File: src/rtl/spi_evt_pkg.sv
package spi_evt_pkg;

    localparam int REG_W  = 8;
    localparam int ADDR_W = 2;

    // Vector index of each live flag (bit 0 is the MSB, so index = 7 - bit number)
    localparam int IDX_MME = 5;
    localparam int IDX_TXE = 4;
    localparam int IDX_BSY = 2;
    localparam int IDX_TXB = 1;
    localparam int IDX_RXB = 0;

    localparam logic [REG_W-1:0] LIVE_MASK = (REG_W'(1) << IDX_MME) | (REG_W'(1) << IDX_TXE)
                                           | (REG_W'(1) << IDX_BSY) | (REG_W'(1) << IDX_TXB)
                                           | (REG_W'(1) << IDX_RXB);

    localparam logic [ADDR_W-1:0] ADDR_EVT  = ADDR_W'(0);
    localparam logic [ADDR_W-1:0] ADDR_MASK = ADDR_W'(1);
    localparam logic [ADDR_W-1:0] ADDR_CMD  = ADDR_W'(2);

    localparam int STR_IDX = REG_W - 1;

    typedef enum logic [2:0] {
        CMD_IDLE,
        CMD_MSTART,
        CMD_SLOAD,
        CMD_ARMED,
        CMD_SBEGIN
    } cmd_state_e;

endpackage

File: src/rtl/spi_evt_bank.sv
module spi_evt_bank
    import spi_evt_pkg::*;
#(
    parameter int W = REG_W
) (
    input  logic         clk,
    input  logic         hard_rst_n,
    input  logic         soft_rst,
    input  logic [W-1:0] set_vec,
    input  logic         clr_wr,
    input  logic [W-1:0] clr_data,
    output logic [W-1:0] evt_q
);

    logic [W-1:0] clr_eff;

    always_comb begin
        clr_eff = clr_wr ? clr_data : '0;
    end

    // One sticky flop per position; reserved positions are held at zero.
    for (genvar i = 0; i < W; i++) begin : g_bit
        always_ff @(posedge clk or negedge hard_rst_n) begin
            if (!hard_rst_n) begin
                evt_q[i] <= 1'b0;
            end else if (soft_rst) begin
                evt_q[i] <= 1'b0;
            end else begin
                evt_q[i] <= ((evt_q[i] & ~clr_eff[i]) | set_vec[i]) & LIVE_MASK[i];
            end
        end
    end

endmodule

File: src/rtl/spi_mask_reg.sv
module spi_mask_reg
    import spi_evt_pkg::*;
#(
    parameter int W = REG_W
) (
    input  logic         clk,
    input  logic         hard_rst_n,
    input  logic         soft_rst,
    input  logic         wr,
    input  logic [W-1:0] wdata,
    output logic [W-1:0] mask_q
);

    always_ff @(posedge clk or negedge hard_rst_n) begin
        if (!hard_rst_n) begin
            mask_q <= '0;
        end else if (soft_rst) begin
            mask_q <= '0;
        end else if (wr) begin
            mask_q <= wdata & LIVE_MASK[W-1:0];
        end
    end

endmodule

File: src/rtl/spi_cmd_fsm.sv
module spi_cmd_fsm
    import spi_evt_pkg::*;
(
    input  logic clk,
    input  logic hard_rst_n,
    input  logic soft_rst,
    input  logic str_wr,
    input  logic master_mode,
    input  logic engine_idle,
    input  logic ss_active,
    input  logic sclk_edge,
    output logic start_pulse,
    output logic load_tx,
    output logic shift_go,
    output logic str_bit
);

    cmd_state_e state_q;
    cmd_state_e state_d;

    always_ff @(posedge clk or negedge hard_rst_n) begin
        if (!hard_rst_n) begin
            state_q <= CMD_IDLE;
        end else if (soft_rst) begin
            state_q <= CMD_IDLE;
        end else begin
            state_q <= state_d;
        end
    end

    always_comb begin
        state_d = state_q;
        unique case (state_q)
            CMD_IDLE: begin
                if (str_wr) begin
                    if (master_mode) begin
                        state_d = CMD_MSTART;
                    end else if (engine_idle) begin
                        state_d = CMD_SLOAD;
                    end
                end
            end
            CMD_MSTART: state_d = CMD_IDLE;
            CMD_SLOAD:  state_d = CMD_ARMED;
            CMD_ARMED: begin
                if (ss_active && sclk_edge) begin
                    state_d = CMD_SBEGIN;
                end
            end
            CMD_SBEGIN: state_d = CMD_IDLE;
            default:    state_d = CMD_IDLE;
        endcase
    end

    always_comb begin
        start_pulse = 1'b0;
        load_tx     = 1'b0;
        shift_go    = 1'b0;
        str_bit     = 1'b0;
        unique case (state_q)
            CMD_IDLE:   ;
            CMD_MSTART: begin
                start_pulse = 1'b1;
                str_bit     = 1'b1;
            end
            CMD_SLOAD: begin
                load_tx = 1'b1;
                str_bit = 1'b1;
            end
            CMD_ARMED:  ;
            CMD_SBEGIN: shift_go = 1'b1;
            default:    ;
        endcase
    end

endmodule

File: src/rtl/spi_evt_ctl.sv
module spi_evt_ctl
    import spi_evt_pkg::*;
(
    input  logic              clk,
    input  logic              hard_rst_n,
    input  logic              soft_rst,
    input  logic [ADDR_W-1:0] reg_addr,
    input  logic              reg_wr,
    input  logic [REG_W-1:0]  reg_wdata,
    output logic [REG_W-1:0]  reg_rdata,
    input  logic              master_mode,
    input  logic              ss_active,
    input  logic              sclk_edge,
    input  logic              engine_idle,
    input  logic              ev_txerr,
    input  logic              ev_rxdrop,
    input  logic              ev_txdone,
    input  logic              ev_rxclosed,
    output logic              irq,
    output logic              start_pulse,
    output logic              load_tx,
    output logic              shift_go
);

    logic [REG_W-1:0] set_vec;
    logic [REG_W-1:0] evt_q;
    logic [REG_W-1:0] mask_q;
    logic             evt_wr;
    logic             mask_wr;
    logic             str_wr;
    logic             str_bit;

    always_comb begin
        set_vec          = '0;
        set_vec[IDX_MME] = master_mode & ss_active;
        set_vec[IDX_TXE] = ev_txerr;
        set_vec[IDX_BSY] = ev_rxdrop;
        set_vec[IDX_TXB] = ev_txdone;
        set_vec[IDX_RXB] = ev_rxclosed;
    end

    assign evt_wr  = reg_wr && (reg_addr == ADDR_EVT);
    assign mask_wr = reg_wr && (reg_addr == ADDR_MASK);
    assign str_wr  = reg_wr && (reg_addr == ADDR_CMD) && reg_wdata[STR_IDX];

    spi_evt_bank #(.W(REG_W)) u_evt (
        .clk        (clk),
        .hard_rst_n (hard_rst_n),
        .soft_rst   (soft_rst),
        .set_vec    (set_vec),
        .clr_wr     (evt_wr),
        .clr_data   (reg_wdata),
        .evt_q      (evt_q)
    );

    spi_mask_reg #(.W(REG_W)) u_mask (
        .clk        (clk),
        .hard_rst_n (hard_rst_n),
        .soft_rst   (soft_rst),
        .wr         (mask_wr),
        .wdata      (reg_wdata),
        .mask_q     (mask_q)
    );

    spi_cmd_fsm u_cmd (
        .clk         (clk),
        .hard_rst_n  (hard_rst_n),
        .soft_rst    (soft_rst),
        .str_wr      (str_wr),
        .master_mode (master_mode),
        .engine_idle (engine_idle),
        .ss_active   (ss_active),
        .sclk_edge   (sclk_edge),
        .start_pulse (start_pulse),
        .load_tx     (load_tx),
        .shift_go    (shift_go),
        .str_bit     (str_bit)
    );

    always_comb begin
        reg_rdata = '0;
        unique case (reg_addr)
            ADDR_EVT:  reg_rdata = evt_q;
            ADDR_MASK: reg_rdata = mask_q;
            ADDR_CMD:  reg_rdata[STR_IDX] = str_bit;
            default:   reg_rdata = '0;
        endcase
    end

    assign irq = |(evt_q & mask_q);

endmodule

File: config.mk
export PLATFORM = sky130hd
export DESIGN_NAME = spi_evt_ctl
export DESIGN_NICKNAME = d
export VERILOG_FILES = /design/src/rtl/spi_evt_pkg.sv /design/src/rtl/spi_evt_bank.sv /design/src/rtl/spi_mask_reg.sv /design/src/rtl/spi_cmd_fsm.sv /design/src/rtl/spi_evt_ctl.sv
export SDC_FILE = /design/constraint.sdc
export NUM_CORES = 1
export LEC_CHECK = 0
export ABC_AREA = 1
export BUFFER_PORTS_ARGS = -buffer_cell sky130_fd_sc_hd__buf_2
export CORE_ASPECT_RATIO = 0.7
export CORE_MARGIN = 1
export CORE_UTILIZATION = 30
export CTS_CLUSTER_SIZE = 30
export DETAILED_ROUTE_END_ITERATION = 10
export HOLD_SLACK_MARGIN = 0.12
export PLACE_DENSITY_LB_ADDON = 0.2
export SETUP_SLACK_MARGIN = 0.5
export SLEW_MARGIN = 20
export SYNTH_ARGS = -nofsm -noshare
export SYNTH_HDL_FRONTEND = slang
export SYNTH_SLANG_ARGS = --single-unit
File: constraint.sdc
create_clock -name clk -period 1.7 [get_ports clk]
set_clock_uncertainty 0.15 [all_clocks]
set_input_delay 0.34 -clock clk [delete_from_list [all_inputs] [get_ports clk]]
set_output_delay 0.34 -clock clk [all_outputs]
set_load 0.005 [all_outputs]
==> results.md <==
* WHS at 0.143 ns
* FF-to-FF Start: u_cmd.state_q[1]
* Clk Latency, worst-skew pair at 0.27 ns
* Switch Pwr at 0.000218 W
* Gate Count Post-Synth at 106
* CP required at 1.21 ns
* Unique masters post-synth at 17
* Synth Register Bits at 13
* CTS tree: yes
* Fin. max-slew vios at 0
* Iter 0 DRT Violations at 43
* Overall fraction of global-route tracks in use at 0.167
* Die Ht at 43.9 um
* Full die area at 2710 um^2
* R2R cell count at 5
* Setup tns final at 0 ns
* Worst Setup EP: shift_go
* Avg Vias per Cell at 4.60
* Num Clock Sinks at 13
* Post-DP HPWL at 1400 um
* Status: finished clean
* CP Launch Point: u_cmd.state_q[2]
* Final hold vios at 0
* Vias in the first global route at 731
* Worst flop-to-flop path endpoint: u_cmd.state_q[0]
* Max FO, Critical Path at 4
* CP Launch Type: register
* Vias at 823
* Net Sw Frac at 0.302
* Starting Density at 0.332
* Residual DRC at 0
* Post-DRT Antenna Nets at 0
* Sequential share of power at 0.485
* CP max stage cell: dfrtp_1
* CTS clk-pin slew, worst paths at 0.07 ns
* TritonCTS Buffers at 3
* Placeable Area at 2260 um^2
* Peak supply drop at 0.457 mV
* Internal power at 0.000504 W
* Diodes inserted at 0
* Register area share after synthesis at 0.433
* GR Overflow Total at 0
* Fin area at 1090 um^2
* Routed wire length at 1940 um
* Leak at 0.593 nW
* Share of post-route cells with drive strength above 1 at 0.395
* Placer Congestion at 0.793
* Longest Clk Path Bufs at 2
* Initial antenna violation count at 0
* CTS root buffer: clkbuf_4
* WL/cell at 10.8 um
* R2R Setup Slk at 0.32 ns
* CP max stage delay at 0.36 ns
* First-pass GRT wire length at 3280 um
* Clock Power Share at 0.262
* RSZ-0062 raised after global routing: yes
* Synth warnings at 0
* Avg Inst Size Synth at 7.08 um^2
* Total Power at 0.000722 W
* Minimum clock period at 1.61 ns
* Area added between synthesis and finish at 44.7%
* IO Pins at 34
* Post-Route Utilization at 0.481
* First-pass iteration count of the detailed router at 4
* Final nets at 170
* Max Clk Rate at 619 MHz
* Max-cap violation count at 0
* Power Dens Cells at 664 nW/um^2
* Post-DP Area at 933 um^2
* Chip width at 61.8 um
* Synthesized area at 751 um^2
* Min-delay worst type: input pin to register
* Row count at 14
* Final-report setup violation count at 0
* Largest net degree at the start of global routing at 14
* PortBufs at 29
* HP Start: ev_rxclosed
* Comb power frac at 0.253
* Critical Path, Cell by Cell: inv_2 -> buf_4 -> nor3_1 -> buf_2
* Critical Path AT at 1.12 ns
* H-tree Lvls at 1
* Crit. End Element: output port
* Final period util at 0.950
* Setup CP Type: register to output port
## synthesized netlist by cell type
master / count / area, um^2
dfrtp_1: 13 / 325
nand3_1: 8 / 40.0
buf_4: 2 / 15.0
nand2_2: 1 / 6.26
inv_1: 23 / 86.3
nor2_4: 1 / 11.3
nor2_1: 3 / 11.3
nand4_1: 2 / 12.5
nor2_2: 1 / 6.26
nand2_1: 23 / 86.3
conb_1: 1 / 3.75
o22ai_1: 5 / 31.3
o21ai_0: 10 / 50.1
a21oi_1: 10 / 50.1
inv_2: 1 / 3.75
nor3_1: 1 / 5.00
or2_0: 1 / 6.26
## worst min-delay path by stage
stage / endpoint / cells past startpoint
after floorplan: u_cmd.state_q[0] / 0
after global placement: u_cmd.state_q[1] / 1
after detailed placement: u_evt.evt_q[4] / 1
after CTS: u_evt.evt_q[2] / 3
after global routing: u_evt.evt_q[0] / 3
final: u_evt.evt_q[0] / 3
## placed cells by master (no fill, tap or decap), types with 5 or more instances in the layout
master    n
buf_2    28
o21ai_0   5
nand3_1   6
inv_2     5
dfrtp_1  11
buf_4     7
o22ai_1   5
inv_1    19
nand2_1  21
a21oi_1   7
## what timing repair did
item | in CTS | in global routing
setup endpoints to repair | 13 | 13
setup buffers | 6 | 1
hold buffers | 1 | 1
gates resized for setup | 15 | 8
pin swaps | 6 | 6
hold endpoints to repair | 13 | 1
## critical path: cells and delay by family, from the launching register on
| kind | cells | cell delay, ns |
|---|---|---|
| flops | 1 | 0.36 |
| simple gates | 1 | 0.12 |
| buf+inv | 3 | 0.37 |
## area by class of cell
| class | count | area [um^2] |
|---|---|---|
| multi-input cells | 68 | 378 |
| well taps | 32 | 40.0 |
| inverters | 24 | 90.1 |
| flip-flops and latches | 13 | 328 |
| repair buffers | 38 | 224 |
| clock buffers | 4 | 26.3 |
| fillers | 242 | 1170 |
## flip-flops by register name (all words and copies together) (netlist names)
register       cells
u_evt.evt_q        5
u_mask.mask_q      5
u_cmd.state_q      3
## per-stage QoR
step           setup WS [ns]  instances
3_5_place_dp           0.213        166
5_1_grt              0.00211        179
3_3_place_gp           0.243        166
2_1_floorplan          0.497        107
6_report              0.0854        179
4_1_cts               0.0872        177
## power groups by stage
stage                     registers [W]  logic (W)  clock network, W
after global placement         0.000350   0.000139                 0
after global routing           0.000352   0.000207          0.000218
after detailed placement       0.000351   0.000142                 0
final                          0.000350   0.000183          0.000189
after CTS                      0.000346   0.000172          0.000196
after floorplan                0.000346  0.0000828                 0
## cell families (layout without fill, tap and decap cells)
| family | Yosys count | in the layout | share of synthesized area |
|---|---|---|---|
| compound gates | 25 | 25 | 0.175 |
| simple gates | 41 | 41 | 0.247 |
| other cells | 1 | 2 | 0.00500 |
| buf+inv | 26 | 66 | 0.140 |
| flops | 13 | 13 | 0.433 |
## per-layer routing
layer	vias up	global-route usage	routed length, um
li1	421	-	-
met1	380	0.252	975
met2	20	0.237	860
met3	2	0.0627	97
met4	0	0.0133	8
met5	-	0	0
Note: power is estimated with default switching activity, not from simulation.
